--- config.mk ---
export PLATFORM = sky130hd
export DESIGN_NAME = regalu_datapath
export DESIGN_NICKNAME = d
export VERILOG_FILES = /design/src/rtl/dp_pkg.sv /design/src/rtl/dp_wdec.sv /design/src/rtl/dp_regfile.sv /design/src/rtl/dp_alu.sv /design/src/rtl/regalu_datapath.sv
export SDC_FILE = /design/constraint.sdc
export NUM_CORES = 1
export LEC_CHECK = 0
export ABC_AREA = 1
export BUFFER_PORTS_ARGS = -buffer_cell sky130_fd_sc_hd__buf_2
export CORE_MARGIN = 2
export CORE_UTILIZATION = 52
export CTS_CLUSTER_DIAMETER = 80
export CTS_CLUSTER_SIZE = 28
export DETAILED_ROUTE_END_ITERATION = 8
export GPL_ROUTABILITY_DRIVEN = 1
export PLACE_DENSITY = 0.76
export SLEW_MARGIN = 20
export SYNTH_ARGS = -nofsm -noshare
export SYNTH_HDL_FRONTEND = slang
export SYNTH_SLANG_ARGS = --single-unit
export TNS_END_PERCENT = 50
--- constraint.sdc ---
create_clock -name clk -period 3.2 [get_ports clk]
set_clock_uncertainty 0.05 [all_clocks]
set_input_delay 0.32 -clock clk [delete_from_list [all_inputs] [get_ports clk]]
set_output_delay 0.32 -clock clk [all_outputs]
set_load 0.03 [all_outputs]
--- src/rtl/dp_pkg.sv ---
package dp_pkg;

    localparam int DP_DATA_W  = 4;
    localparam int DP_NUM_REG = 8;
    localparam int DP_FUNC_W  = 4;

    // function code field positions
    localparam int FN_INV_A = 3;
    localparam int FN_NEG_B = 2;

    typedef enum logic [1:0] {
        OP_AND = 2'b00,
        OP_OR  = 2'b01,
        OP_ADD = 2'b10,
        OP_SLT = 2'b11
    } alu_op_e;

endpackage

--- src/rtl/dp_wdec.sv ---
module dp_wdec #(
    parameter int NREG = dp_pkg::DP_NUM_REG,
    localparam int AW  = $clog2(NREG)
) (
    input  logic            en,
    input  logic [AW-1:0]   sel,
    output logic [NREG-1:1] hit
);

    // one line per stored register; entry 0 has no storage and no line
    for (genvar g = 1; g < NREG; g++) begin : g_line
        assign hit[g] = en && (sel == AW'(g));
    end

endmodule

--- src/rtl/dp_regfile.sv ---
module dp_regfile #(
    parameter int DW   = dp_pkg::DP_DATA_W,
    parameter int NREG = dp_pkg::DP_NUM_REG,
    localparam int AW  = $clog2(NREG)
) (
    input  logic          clk,
    input  logic          rst_n,
    input  logic          wr_en,
    input  logic [AW-1:0] wr_sel,
    input  logic [DW-1:0] wr_data,
    input  logic [AW-1:0] rd_sel_a,
    input  logic [AW-1:0] rd_sel_b,
    output logic [DW-1:0] rd_data_a,
    output logic [DW-1:0] rd_data_b
);

    typedef struct packed {
        logic [NREG-1:1][DW-1:0] mem;
    } rf_state_t;

    rf_state_t       rf_d, rf_q;
    logic [NREG-1:1] hit;

    dp_wdec #(.NREG(NREG)) u_wdec (
        .en  (wr_en),
        .sel (wr_sel),
        .hit (hit)
    );

    always_comb begin
        rf_d = rf_q;
        for (int i = 1; i < NREG; i++) begin
            if (hit[i]) begin
                rf_d.mem[i] = wr_data;
            end
        end
    end

    always_ff @(posedge clk) begin
        if (!rst_n) begin
            rf_q <= '0;
        end else begin
            rf_q <= rf_d;
        end
    end

    // read ports: index 0 and any unused index return zero
    always_comb begin
        rd_data_a = '0;
        rd_data_b = '0;
        for (int i = 1; i < NREG; i++) begin
            if (rd_sel_a == AW'(i)) rd_data_a = rf_q.mem[i];
            if (rd_sel_b == AW'(i)) rd_data_b = rf_q.mem[i];
        end
    end

    // ---------------- assertions ----------------
    logic          chk_wr_q;
    logic [AW-1:0] chk_sel_q;
    logic [DW-1:0] chk_dat_q;

    always_ff @(posedge clk) begin
        if (!rst_n) begin
            chk_wr_q  <= 1'b0;
            chk_sel_q <= '0;
            chk_dat_q <= '0;
        end else begin
            chk_wr_q  <= wr_en && (wr_sel != '0) && (int'(wr_sel) < NREG);
            chk_sel_q <= wr_sel;
            chk_dat_q <= wr_data;
        end
    end

    p_reg0_reads_zero_r2: assert property (@(posedge clk) disable iff (!rst_n)
        ((rd_sel_a == '0) |-> (rd_data_a == '0)) and ((rd_sel_b == '0) |-> (rd_data_b == '0)));

    p_hold_without_strobe_r3: assert property (@(posedge clk) disable iff (!rst_n)
        !wr_en |=> $stable(rf_q));

    p_strobed_write_lands_r3: assert property (@(posedge clk) disable iff (!rst_n)
        chk_wr_q |-> (rf_q.mem[chk_sel_q] == chk_dat_q));

    p_single_target_r3: assert property (@(posedge clk) disable iff (!rst_n)
        $onehot0(hit));

endmodule

--- src/rtl/dp_alu.sv ---
module dp_alu #(
    parameter int DW = dp_pkg::DP_DATA_W
) (
    input  logic [dp_pkg::DP_FUNC_W-1:0] func,
    input  logic [DW-1:0]                a,
    input  logic [DW-1:0]                b,
    output logic [DW-1:0]                y,
    output logic                         zero
);
    import dp_pkg::*;

    logic [DW-1:0] a_eff, b_eff, and_v, or_v, sum_v;
    logic [DW:0]   carry;
    logic          less;
    alu_op_e       op;

    assign op       = alu_op_e'(func[1:0]);
    assign carry[0] = func[FN_NEG_B];

    // ripple bit slices shared by add, subtract and compare
    for (genvar g = 0; g < DW; g++) begin : g_slice
        assign a_eff[g]   = a[g] ^ func[FN_INV_A];
        assign b_eff[g]   = b[g] ^ func[FN_NEG_B];
        assign and_v[g]   = a_eff[g] & b_eff[g];
        assign or_v[g]    = a_eff[g] | b_eff[g];
        assign sum_v[g]   = a_eff[g] ^ b_eff[g] ^ carry[g];
        assign carry[g+1] = and_v[g] | (carry[g] & (a_eff[g] ^ b_eff[g]));
    end

    // sign of the true sum: top sum bit corrected by overflow
    assign less = sum_v[DW-1] ^ carry[DW] ^ carry[DW-1];

    always_comb begin
        unique case (op)
            OP_AND:  y = and_v;
            OP_OR:   y = or_v;
            OP_ADD:  y = sum_v;
            OP_SLT:  y = {{(DW-1){1'b0}}, less};
            default: y = '0;
        endcase
    end

    assign zero = (y == '0);

endmodule

--- src/rtl/regalu_datapath.sv ---
module regalu_datapath (
    input  logic       clk,
    input  logic       rst_n,
    input  logic       adv,
    input  logic [2:0] sel_a,
    input  logic [2:0] sel_b,
    input  logic [2:0] sel_dst,
    input  logic [3:0] func,
    output logic [3:0] opnd_a,
    output logic [3:0] opnd_b,
    output logic [3:0] result,
    output logic       zero
);
    localparam int DW   = dp_pkg::DP_DATA_W;
    localparam int NREG = dp_pkg::DP_NUM_REG;

    logic [DW-1:0] rd_a, rd_b, alu_y;
    logic          alu_z;

    dp_regfile #(.DW(DW), .NREG(NREG)) u_rf (
        .clk       (clk),
        .rst_n     (rst_n),
        .wr_en     (adv),
        .wr_sel    (sel_dst),
        .wr_data   (alu_y),
        .rd_sel_a  (sel_a),
        .rd_sel_b  (sel_b),
        .rd_data_a (rd_a),
        .rd_data_b (rd_b)
    );

    dp_alu #(.DW(DW)) u_alu (
        .func (func),
        .a    (rd_a),
        .b    (rd_b),
        .y    (alu_y),
        .zero (alu_z)
    );

    assign opnd_a = rd_a;
    assign opnd_b = rd_b;
    assign result = alu_y;
    assign zero   = alu_z;

    // ---------------- assertions ----------------
    p_sub_inverse_r5: assert property (@(posedge clk) disable iff (!rst_n)
        (func == 4'b0110) |-> (DW'(result + opnd_b) == opnd_a));

    p_add_inverse_r6: assert property (@(posedge clk) disable iff (!rst_n)
        (func == 4'b0010) |-> (DW'(result - opnd_b) == opnd_a));

    p_or_covers_a_r6: assert property (@(posedge clk) disable iff (!rst_n)
        (func == 4'b0001) |-> ((result & opnd_a) == opnd_a));

    p_inv_a_disjoint_r4: assert property (@(posedge clk) disable iff (!rst_n)
        (func == 4'b1000) |-> ((result & opnd_a) == '0));

    p_slt_upper_clear_r7: assert property (@(posedge clk) disable iff (!rst_n)
        (func[1:0] == 2'b11) |-> (result[DW-1:1] == '0));

endmodule

==> summary.md <==
| Metric | Value |
|---|---|
| Outcome | finished, violations left |
| Failing checks | setup timing |
| Async S/R FF share, synth | 0 |
| Total gr overflow | 0 |
| Fill cell count | between 300 and 400 |
| Mapped Cells | between 300 and 400 |
| Row cnt | 23 |
| Power Density | 331 nW/µm² |
| Post-synth EDFFs | 0 |
| Worst Hold End | u_rf.rf_q[15] |
| Peak VDD IR | just under 0.0004 V |
| Final core occ | 0.741 |
| TritonCTS clock tree | yes |
| Critical Path RT | roughly 2.8 ns |
| Layout cells sized above 1 | 0.395 |
| R2R Setup Slk | 0.08 ns |
| Syn Nets | between 300 and 400 |
| Vias in the first global route | 2222 |
| Slew Viols, Final | 0 |
| Die X | 68.2 µm |
| Initial antenna violation count | 0 |
| # diodes | 0 |
| Clk sinks | 28 |
| Final Instance Count excl. Fillers | 460 |
| Reg2Reg Launch Point | u_rf.rf_q[4] |
| Clk_lat worst skew | approximately 0.26 ns |
| Hold path cells | 3 |
| Die area | around 4600 µm² |
| Pleak | ~0.0015 µW |
| Worst-margin pin slew | roughly 0.54 ns |
| CP Launch Type | register |
| Hold_buf cts | 0 |
| Min Clock Period, post-route | approximately 3.4 ns |
| WS Path Type | reg -> out |
| Post-Syn Area per Cell | 6.53 µm² |
| Register-to-Register Path Depth | 18 |
| Mapped Area | 2140 µm² |
| Initial Util | 0.539 |
| Wire per inst | 13.4 µm |
| Worst slew margin | 0.636 |
| CTS Buf Count | 3 |
| DP Wirelength | between 4000 and 5000 µm |
| Wire length of the first global-routing pass | between 9000 and 10000 µm |
| RSZ-0062 raised after global routing | yes |
| Fin nets | 440 |
| Clock Tree Buf Depth | 2 |
| Final period util | 1.07 |
| Placed cell count | ~440 |
| Top reg by flops | u_rf.rf_q |
| Post-route design area | between 2000 and 3000 µm² |
| Core Region | 3970 µm² |
| Yosys synthesis warning count | 0 |
| Die Ht | 68.2 µm |
| I/O Buffers | 28 |
| CP endpoint kind | output pin |
| Vias per cell | around 5.4 |
| Clock root cell | clkbuf_8 |
| GP Congestion | 0.936 |
| Final number of hold-violating endpoints | 0 |
| DRT Wirelength | 6180 µm |
| Antenna-violating nets left | 0 |
| F_max | ~290 MHz |
| Layout area overhead | 37.5% |
| Unique cell type count in the Yosys netlist | 31 |
| Hold Path Origin | sel_dst[0] |
| Largest regs | u_rf.rf_q x28 |
| Register area share after synthesis | 0.262 |
| Primary FF master, synth | dfxtp_1 |
| H-tree depth | 1 |
| Hold Path Class | in -> reg |
| DR iter-0 viols | roughly 120 |
| DR pass1 iterations | 5 |
| CP Data Arrival Time | ~3.1 ns |
| Max_cap viols | 0 |
| I/O pins | 29 |
| Start point of the critical path | u_rf.rf_q[4] |
| Largest net degree at the start of global routing | 29 |
| Routed via count | approximately 2500 |
| Final setup viols | 3 |
| CP max FO | 3 |
| R2R Path End | u_rf.rf_q[15] |
| Worst Setup Slack, final | -0.235 ns |
| Clock slew at reported path FFs | approximately 0.080 ns |
| Largest register FFs | 28 |
| Seq cells post-synth | 28 |
| Total GRT Usage | 0.285 |
| Placed cell area | around 2700 µm² |
| Residual DRC | 0 |
what timing repair did:
item,in CTS,in global routing
endpoints found under the setup margin,4,17
pin swaps,3,5
buffers inserted,13,3
gates resized for setup,11,27
area by class of cell:
cell class                      count  area (µm²)  share of cell area
Tap cell                           50        62.6              0.0212
Timing Repair Buffer               87         612               0.208
Inverter                           45         184              0.0625
Multi-Input combinational cell    247        1480               0.502
Sequential cell                    28         566               0.192
Clock buffer                        3        41.3              0.0140
worst max-delay path: stages, from the launching register on:
cell and delay (ns):
dfxtp_2 0.34, o211ai_1 0.17, nand2_1 0.08, nand2_1 0.08, nand4_1 0.12, nand2_2 0.14, inv_4 0.04, nand2_2 0.06
nand2_2 0.06, fa_2 0.34, fa_2 0.36, inv_2 0.06, fa_1 0.40, or2_4 0.27, nand3_4 0.10, nor4_4 0.05
buf_6 0.13
synth_stat cells (2+ instances only):
cell type,count,area (µm²)
nand3_1,25,125
nor2_1,19,71.3
or2_1,3,18.8
ha_1,8,100
nand4_2,3,37.5
o21ai_2,3,26.3
inv_1,26,97.6
nor3_2,3,30.0
o21ai_1,4,20.0
a21oi_1,28,140
nand2_2,9,56.3
fa_1,4,80.1
nor3_4,2,32.5
o21ai_0,22,110
clkbuf_1,3,11.3
inv_2,16,60.1
inv_4,3,18.8
buf_4,2,15.0
dfxtp_1,28,561
nand2_1,93,349
o211ai_1,13,97.6
buf_2,2,10.0
routing by layer:
layer	wire (µm)	part of all wire	up-vias	track usage
li1	-	-	1242	-
met1	2900	0.47	1147	0.394
met2	2820	0.46	72	0.484
met3	392	0.063	8	0.0280
met4	72	0.012	0	0.0500
met5	0	0	-	0
worst max-delay path by stage:
stage               depth (start not counted)  slack [ns]   end
floorplan                                  16       0.004  zero
global placement                           18       -0.20  zero
detailed placement                         18       -0.22  zero
CTS                                        16       -0.25  zero
global route                               19       -0.38  zero
finish                                     16       -0.23  zero
cells in the final DEF, fill, tap and decap left out, drive strengths merged:
master and count:
nand3 25, nor4 1, o221ai 1, buf 87, dfxtp 28, clkbuf 3, or2 3, nor2 21
ha 8, nand4 4, o211ai 13, nand2 102, nor3 6, o311ai 1, o21ai 29, inv 45
a21oi 29, fa 4
power by group:
part | leakage (µW) | switching [µW] | internal, µW | total, µW
Sequential | 0.000229 | 11.5 | 361 | 372
Clock | 0.0000216 | 93.2 | 84.2 | 177
Combinational | 0.00122 | 248 | 177 | 425
per-stage QoR:
stage | TNS [ns] | power [µW] | worst slack [ns] | hold WS [ns]
final | -0.657 | 975 | -0.235 | 0.350
after global routing | -1.16 | 1030 | -0.382 | 0.368
after CTS | -0.566 | 942 | -0.247 | 0.364
after detailed placement | -1.21 | 737 | -0.220 | 0.448
after global placement | -0.931 | 731 | -0.197 | 0.434
after floorplan | 0 | 606 | 0.00388 | 0.418
logic make-up after synthesis:
| group | synth area share |
|---|---|
| AO/OA/AOI/OAI | 0.196 |
| AND/OR/NAND/NOR | 0.353 |
| flip-flops | 0.262 |
| buffers and inverters | 0.105 |
| adder cells (fa/ha/maj) | 0.0842 |
No activity file was read; power rests on OpenSTA's default activity.
